==> src/rtl/twoWirePkg.sv <==
package twoWirePkg;

  typedef enum logic [2:0] {
    REQ_SEL   = 3'd0,
    REQ_ADDR  = 3'd1,
    REQ_WRITE = 3'd2,
    REQ_READ  = 3'd3,
    REQ_STOP  = 3'd4
  } reqKindT;

  typedef enum logic [2:0] {
    ST_IDLE,
    ST_DEV,
    ST_WADDR,
    ST_WDATA,
    ST_RDATA,
    ST_IGNORE
  } stateT;

  // strobes from control to datapath
  typedef struct packed {
    logic shiftIn;
    logic clrBit;
    logic incBit;
    logic ackOn;
    logic sdaFree;
    logic txFirst;
    logic txShift;
    logic loadTx;
  } strobeT;

endpackage

==> src/rtl/twoWireDatapath.sv <==
module twoWireDatapath
  import twoWirePkg::*;
#(
  parameter int SYNC_STAGES = 2,
  parameter int BYTE_W      = 8,
  parameter int CNT_W       = 4
) (
  input  logic              clk,
  input  logic              rstN,
  input  logic              sclIn,
  input  logic              sdaIn,
  input  strobeT            strb,
  input  logic [BYTE_W-1:0] txData,
  output logic              sclRise,
  output logic              sclFall,
  output logic              startDet,
  output logic              stopDet,
  output logic              sdaS,
  output logic [BYTE_W-1:0] rxByte,
  output logic [CNT_W-1:0]  bitCnt,
  output logic              sdaOe
);

  logic [SYNC_STAGES-1:0] sclPipe, sdaPipe;
  logic sclS, sclPrev, sdaPrev;
  logic [BYTE_W-1:0] txReg;

  always_ff @(posedge clk or negedge rstN) begin
    if (!rstN) begin
      sclPipe <= '1;
      sdaPipe <= '1;
      sclPrev <= 1'b1;
      sdaPrev <= 1'b1;
    end else begin
      sclPipe <= {sclPipe[SYNC_STAGES-2:0], sclIn};
      sdaPipe <= {sdaPipe[SYNC_STAGES-2:0], sdaIn};
      sclPrev <= sclS;
      sdaPrev <= sdaS;
    end
  end

  assign sclS     = sclPipe[SYNC_STAGES-1];
  assign sdaS     = sdaPipe[SYNC_STAGES-1];
  assign sclRise  = sclS & ~sclPrev;
  assign sclFall  = ~sclS & sclPrev;
  assign startDet = sclS & sclPrev & sdaPrev & ~sdaS;
  assign stopDet  = sclS & sclPrev & ~sdaPrev & sdaS;

  always_ff @(posedge clk or negedge rstN) begin
    if (!rstN) begin
      bitCnt <= '0;
      rxByte <= '0;
      txReg  <= '0;
      sdaOe  <= 1'b0;
    end else begin
      if (strb.clrBit) bitCnt <= '0;
      else if (strb.incBit) bitCnt <= bitCnt + 1'b1;

      if (strb.shiftIn) rxByte <= {rxByte[BYTE_W-2:0], sdaS};

      if (strb.loadTx) txReg <= txData;
      else if (strb.txShift) txReg <= {txReg[BYTE_W-2:0], 1'b0};

      if (strb.sdaFree) sdaOe <= 1'b0;
      else if (strb.ackOn) sdaOe <= 1'b1;
      else if (strb.txFirst) sdaOe <= ~txReg[BYTE_W-1];
      else if (strb.txShift) sdaOe <= ~txReg[BYTE_W-2];
    end
  end

endmodule

==> src/rtl/twoWireCtrl.sv <==
module twoWireCtrl
  import twoWirePkg::*;
#(
  parameter int          BYTE_W   = 8,
  parameter int          CNT_W    = 4,
  parameter int          SEL_W    = 3,
  parameter int          HI_W     = 3,
  parameter logic [2:0]  INV_MASK = 3'b010
) (
  input  logic              clk,
  input  logic              rstN,
  input  logic              sclRise,
  input  logic              sclFall,
  input  logic              startDet,
  input  logic              stopDet,
  input  logic              sdaS,
  input  logic [BYTE_W-1:0] rxByte,
  input  logic [CNT_W-1:0]  bitCnt,
  input  logic [SEL_W-1:0]  strapSel,
  input  logic              memBusy,
  input  logic              reqReady,
  output strobeT            strb,
  output stateT             state,
  output logic              reqValid,
  output reqKindT           reqKind,
  output logic [HI_W-1:0]   reqAddrHi,
  output logic [BYTE_W-1:0] reqData
);

  localparam logic [CNT_W-1:0] LAST_BIT = CNT_W'(BYTE_W);
  localparam logic [CNT_W-1:0] ACK_BIT  = CNT_W'(BYTE_W + 1);

  stateT             stNext;
  logic              rwRead, rwNext, masterAck, ackNext;
  logic [HI_W-1:0]   blockHi, blockNext;
  logic              issue;
  reqKindT           issueKind;
  logic [BYTE_W-1:0] issueData;
  logic              devMatch;

  assign devMatch = rxByte[BYTE_W-1] &&
                    (rxByte[BYTE_W-2 -: SEL_W] == (strapSel ^ INV_MASK[SEL_W-1:0]));
  assign reqAddrHi = blockHi;

  always_comb begin
    stNext    = state;
    strb      = '0;
    issue     = 1'b0;
    issueKind = REQ_SEL;
    issueData = '0;
    rwNext    = rwRead;
    blockNext = blockHi;
    ackNext   = masterAck;
    strb.loadTx = reqValid && reqReady && (reqKind == REQ_READ);
    if (startDet) begin
      stNext       = ST_DEV;
      strb.clrBit  = 1'b1;
      strb.sdaFree = 1'b1;
    end else if (stopDet) begin
      stNext       = ST_IDLE;
      strb.clrBit  = 1'b1;
      strb.sdaFree = 1'b1;
      if (state == ST_WADDR || state == ST_WDATA) begin
        issue     = 1'b1;
        issueKind = REQ_STOP;
      end
    end else begin
      case (state)
        ST_DEV, ST_WADDR, ST_WDATA: begin
          if (sclRise) begin
            if (bitCnt < LAST_BIT) strb.shiftIn = 1'b1;
            if (bitCnt < ACK_BIT) strb.incBit = 1'b1;
          end else if (sclFall && bitCnt == LAST_BIT) begin
            if (state == ST_DEV) begin
              if (devMatch && !memBusy) begin
                strb.ackOn = 1'b1;
                issue      = 1'b1;
                issueKind  = REQ_SEL;
                issueData  = BYTE_W'(rxByte[0]);
                rwNext     = rxByte[0];
                blockNext  = rxByte[HI_W:1];
              end else begin
                stNext = ST_IGNORE;
              end
            end else begin
              strb.ackOn = 1'b1;
              issue      = 1'b1;
              issueKind  = (state == ST_WADDR) ? REQ_ADDR : REQ_WRITE;
              issueData  = rxByte;
            end
          end else if (sclFall && bitCnt == ACK_BIT) begin
            strb.clrBit = 1'b1;
            if (state == ST_DEV && rwRead) begin
              stNext       = ST_RDATA;
              strb.txFirst = 1'b1;
            end else begin
              strb.sdaFree = 1'b1;
              if (state == ST_DEV) stNext = ST_WADDR;
              else stNext = ST_WDATA;
            end
          end
        end
        ST_RDATA: begin
          if (sclRise) begin
            if (bitCnt < ACK_BIT) strb.incBit = 1'b1;
            if (bitCnt == LAST_BIT) begin
              ackNext = !sdaS;
              if (!sdaS) begin
                issue     = 1'b1;
                issueKind = REQ_READ;
              end
            end
          end else if (sclFall) begin
            if (bitCnt == LAST_BIT) begin
              strb.sdaFree = 1'b1;
            end else if (bitCnt == ACK_BIT) begin
              strb.clrBit = 1'b1;
              if (masterAck) strb.txFirst = 1'b1;
              else stNext = ST_IGNORE;
            end else if (bitCnt != '0) begin
              strb.txShift = 1'b1;
            end
          end
        end
        default: ;
      endcase
    end
  end

  always_ff @(posedge clk or negedge rstN) begin
    if (!rstN) begin
      state     <= ST_IDLE;
      rwRead    <= 1'b0;
      blockHi   <= '0;
      masterAck <= 1'b0;
      reqValid  <= 1'b0;
      reqKind   <= REQ_SEL;
      reqData   <= '0;
    end else begin
      state     <= stNext;
      rwRead    <= rwNext;
      blockHi   <= blockNext;
      masterAck <= ackNext;
      if (issue) begin
        reqValid <= 1'b1;
        reqKind  <= issueKind;
        reqData  <= issueData;
      end else if (reqValid && reqReady) begin
        if (reqKind == REQ_SEL && rwRead) begin
          reqKind <= REQ_READ;
          reqData <= '0;
        end else begin
          reqValid <= 1'b0;
        end
      end
    end
  end

endmodule

==> src/rtl/twoWireMemSlave.sv <==
module twoWireMemSlave
  import twoWirePkg::*;
#(
  parameter int SYNC_STAGES = 2,
  parameter int BYTE_W      = 8,
  parameter int SEL_W       = 3,
  parameter int HI_W        = 3
) (
  input  logic              clk,
  input  logic              rstN,
  input  logic              sclIn,
  input  logic              sdaIn,
  output logic              sdaOe,
  input  logic [SEL_W-1:0]  strapSel,
  input  logic              memBusy,
  output logic              reqValid,
  input  logic              reqReady,
  output logic [2:0]        reqKind,
  output logic [HI_W-1:0]   reqAddrHi,
  output logic [BYTE_W-1:0] reqData,
  input  logic [BYTE_W-1:0] rdData
);

  localparam int CNT_W = $clog2(BYTE_W + 2);

  strobeT            strb;
  stateT             ctrlState;
  reqKindT           kindW;
  logic              sclRiseW, sclFallW, startW, stopW, sdaSW;
  logic [BYTE_W-1:0] rxByteW;
  logic [CNT_W-1:0]  bitCntW;
  logic              stateIsDev, stateIsIgnore;

  twoWireDatapath #(
    .SYNC_STAGES(SYNC_STAGES), .BYTE_W(BYTE_W), .CNT_W(CNT_W)
  ) dp_i (
    .clk(clk), .rstN(rstN), .sclIn(sclIn), .sdaIn(sdaIn), .strb(strb),
    .txData(rdData), .sclRise(sclRiseW), .sclFall(sclFallW),
    .startDet(startW), .stopDet(stopW), .sdaS(sdaSW), .rxByte(rxByteW),
    .bitCnt(bitCntW), .sdaOe(sdaOe)
  );

  twoWireCtrl #(
    .BYTE_W(BYTE_W), .CNT_W(CNT_W), .SEL_W(SEL_W), .HI_W(HI_W)
  ) ctrl_i (
    .clk(clk), .rstN(rstN), .sclRise(sclRiseW), .sclFall(sclFallW),
    .startDet(startW), .stopDet(stopW), .sdaS(sdaSW), .rxByte(rxByteW),
    .bitCnt(bitCntW), .strapSel(strapSel), .memBusy(memBusy),
    .reqReady(reqReady), .strb(strb), .state(ctrlState),
    .reqValid(reqValid), .reqKind(kindW), .reqAddrHi(reqAddrHi),
    .reqData(reqData)
  );

  assign reqKind       = kindW;
  assign stateIsDev    = (ctrlState == ST_DEV);
  assign stateIsIgnore = (ctrlState == ST_IGNORE);

endmodule

==> config.mk <==
export PLATFORM = sky130hd
export DESIGN_NAME = twoWireMemSlave
export DESIGN_NICKNAME = d
export VERILOG_FILES = /design/src/rtl/twoWirePkg.sv /design/src/rtl/twoWireDatapath.sv /design/src/rtl/twoWireCtrl.sv /design/src/rtl/twoWireMemSlave.sv
export SDC_FILE = /design/constraint.sdc
export NUM_CORES = 1
export LEC_CHECK = 0
export BUFFER_PORTS_ARGS = -buffer_cell sky130_fd_sc_hd__buf_2
export CAP_MARGIN = 10
export CORE_MARGIN = 3
export CORE_UTILIZATION = 55
export CTS_BUF_LIST = sky130_fd_sc_hd__clkbuf_16
export DETAILED_ROUTE_END_ITERATION = 10
export PLACE_DENSITY = 0.77
export SLEW_MARGIN = 0
export SYNTH_ARGS = -nofsm -noshare
export SYNTH_HDL_FRONTEND = slang
export SYNTH_SLANG_ARGS = --single-unit
==> constraint.sdc <==
create_clock -name clk -period 2.73 [get_ports clk]
set_input_delay 0.4095 -clock clk [delete_from_list [all_inputs] [get_ports clk]]
set_output_delay 0.4095 -clock clk [all_outputs]
set_load 0.03 [all_outputs]
==> flow_summary.yaml <==
status:
  status: "completed"
worst_hold_path:
  hold_depth: 1
  min-delay-start: "sclIn"
  hold-path-endpoint: "dp_i.sclPipe[0]"
  hold_path.class: "input port to flop"
die:
  rows: 22
  initial_utilization: 0.594
  core_um2: 3830
  num_io_pins: 33
  die_w_um: 70.3
  die_h_um: 70.3
  die_area_um2: 4940
sta:
  slew_violations: 0
  setup_violations: 0
  worst_slew_pin_slew_ns: 0.999
  finalClockSkew_ns: 0.00734
  final.period_utilization: 0.831
  max-slew-margin-rel: 0.334
  fmax_ghz: 0.441
  rsz0062_at_grt: "no"
  min_period_ns: 2.27
  finalHoldViolations: 0
  fin_setup_tns_ns: 0
clock_network:
  cts-root-buf: "clkbuf_16"
  clk_pin_slew_worst_paths_ns: 0.06
  clk_path_buf_depth: 2
  cts_tree: "built"
  clkSinkCount: 47
  cts_resized: 0
  worst_skew_pair.late_latency_ns: 0.29
  h-tree-depth: 2
  cts_hold_buf: 0
  numCtsBuffers: 5
  cts_setup_buffers: 0
placed_design:
  dp_hpwl_um: 3210
  gp_congestion: 0.907
  dp_cells: 283
  numPortBuffers: 32
setup_path:
  critical_path_required_ns: 2.90
  path_class: "flop to flop"
  crit_slowest_cell: "dfrtp_1"
  reg2reg_depth: 7
  reg2reg_to: "ctrl_i.state[2]"
  r2r-start: "dp_i.bitCnt[1]"
  cp-start-kind: "flop"
  rrSetupSlack_ns: 0.46
  crit_arrival_ns: 2.44
  crit_family: "compound AO/OA/AOI/OAI gates"
  end_kind: "flop"
  timing.critical_path.buf_inv: 1
  slowest_delay_ns: 0.40
  cp_max_fo: 6
  crit_chain: "inv_1 -> ha_1 -> and3b_1 -> nand2_1 -> o2111a_1 -> a211oi_4 -> mux2_1"
yosys:
  yosysWarnings: 0
  ys_ff_latch: 47
  syn-instance-count: 206
  synth_top_cell_area_share: 0.452
  synth_area_um2: 2270
  synthTopCellsByArea: "dfrtp_1 45%, dfstp_2 6.9%, mux2_2 5.9%"
  synth_ff_type: "dfrtp_1"
  synth_area_per_cell_um2: 11.0
  yosys.area.top_type: "dfrtp_1"
  ys_types: 51
  ys_seq_area_frac: 0.521
  synth_edf_count: 0
  syn-num-nets: 227
  synth_async_sr_flop_share: 1.00
cells_and_area:
  fin_nets: 263
  drive_gt1_frac: 0.292
  final_util: 0.688
  most-common-layout-cells: "41 x dfrtp_1, 32 x buf_2, 23 x nand2_1"
  syn2layout_area_growth_pct: 15.9
  fin_cells: 291
  final_common_cell: "dfrtp_1"
  antenna_cells: 0
routing:
  vias: 1693
  drt_first_pass_iters: 4
  drtIter0Drc: 97
  drtAntennaViolNets: 0
  drc: 0
  wire_per_inst_um: 15.4
  drt-total-wl_um: 4480
  routed_via_density: 5.82
grt:
  grt_pass1_wl_um: 7850
  grt-ovfl-total: 0
  grt_max_degree: 48
  grt.total_usage: 0.201
  antenna_found_initial: 0
  grt_pass1_vias: 1695
power_and_ir_drop:
  vdd_drop_max_v: 0.000574
  p_leak_nw: 1.29
  powerDensity_nw_per_um2: 806
run:
  drv_cap: 0
==> sequential cells by signal, indices dropped and copies added (netlist names) <==
name and cells:
ctrl_i.reqValid 1, dp_i.sdaPrev 1, ctrl_i.reqData 8, ctrl_i.state 3, dp_i.sdaPipe 2, dp_i.bitCnt 4
ctrl_i.reqKind 3, dp_i.rxByte 8, ctrl_i.rwRead 1, dp_i.sclPrev 1, dp_i.sdaOe 1, dp_i.txReg 8
ctrl_i.reqAddrHi 3, ctrl_i.masterAck 1, dp_i.sclPipe 2
==> per-stage QoR <==
step	hold WS, ns	power (mW)	cell area [µm²]	setup WS [ns]
floorplan	0.114	1.39	2270	0.696
global placement	0.346	1.52	2490	0.582
detailed placement	0.349	1.54	2490	0.530
CTS	0.217	2.14	2630	0.492
global route	0.213	2.25	2630	0.315
finish	0.222	2.12	2630	0.461
==> how the worst max path moves through the flow <==
stage	start	endpoint	slack [ns]	cells past startpoint
6_report	dp_i.bitCnt[1]	ctrl_i.state[2]	0.46	7
2_1_floorplan	dp_i.bitCnt[0]	ctrl_i.state[0]	0.70	7
4_1_cts	dp_i.bitCnt[1]	ctrl_i.state[0]	0.49	7
5_1_grt	dp_i.bitCnt[0]	ctrl_i.state[0]	0.31	7
3_3_place_gp	dp_i.bitCnt[0]	ctrl_i.state[0]	0.58	7
3_5_place_dp	dp_i.bitCnt[1]	ctrl_i.state[0]	0.53	7
==> area by class of cell <==
type / count / area, µm²
clock buffer: 5 / 125
clock inverter: 3 / 18.8
fill: 291 / 1190
inverter: 6 / 22.5
multi-input combinational: 146 / 1030
sequential: 47 / 1180
tap: 48 / 60.1
timing repair buffer: 36 / 190
==> report_power, final <==
| group | switching (mW) | internal, mW |
|---|---|---|
| registers | 0.173 | 0.859 |
| logic | 0.267 | 0.231 |
| clock network | 0.253 | 0.339 |
| total | 0.692 | 1.43 |
==> metal layers <==
layer / track usage / part of all wire
met5: 0 / 0
met1: 0.265 / 0.43
met2: 0.316 / 0.49
met3: 0.0518 / 0.055
met4: 0.0809 / 0.019
==> cell usage after synthesis (2+ instances only) <==
master    count
a22o_1        7
o21ai_0      11
nor2b_1       2
nor3_1        3
a21oi_1       8
clkbuf_1      3
xnor2_1       4
nand2_1      23
ha_1          4
nand3_1       3
inv_1         6
nand4_1       2
buf_2         3
nand2b_1      2
xor2_1        2
nand4b_1      2
mux2_2       12
nor2_1       20
dfrtp_1      41
mux2_1        2
a31oi_1       2
a21o_1        2
dfstp_2       6
mux2i_1       9
==> cells by family (layout without fill, tap and decap cells) <==
group | count (synthesis) | in the layout | synth area share
adders and majority gates | 4 | 4 | 0.0220
buffers and inverters | 13 | 50 | 0.0248
AOI/OAI and AO/OA | 46 | 46 | 0.152
muxes | 23 | 23 | 0.109
and+or+nand+nor | 67 | 67 | 0.148
DFF | 47 | 47 | 0.521
xor gates and xnor gates | 6 | 6 | 0.0231
==> worst reg2reg max path: stages (launching register included) <==
cell and delay (ns):
dfrtp_1 0.40, inv_1 0.13, ha_1 0.26, and3b_1 0.24, nand2_1 0.17, o2111a_1 0.32, a211oi_4 0.28, mux2_1 0.34
(Power assumes the default switching activity.)
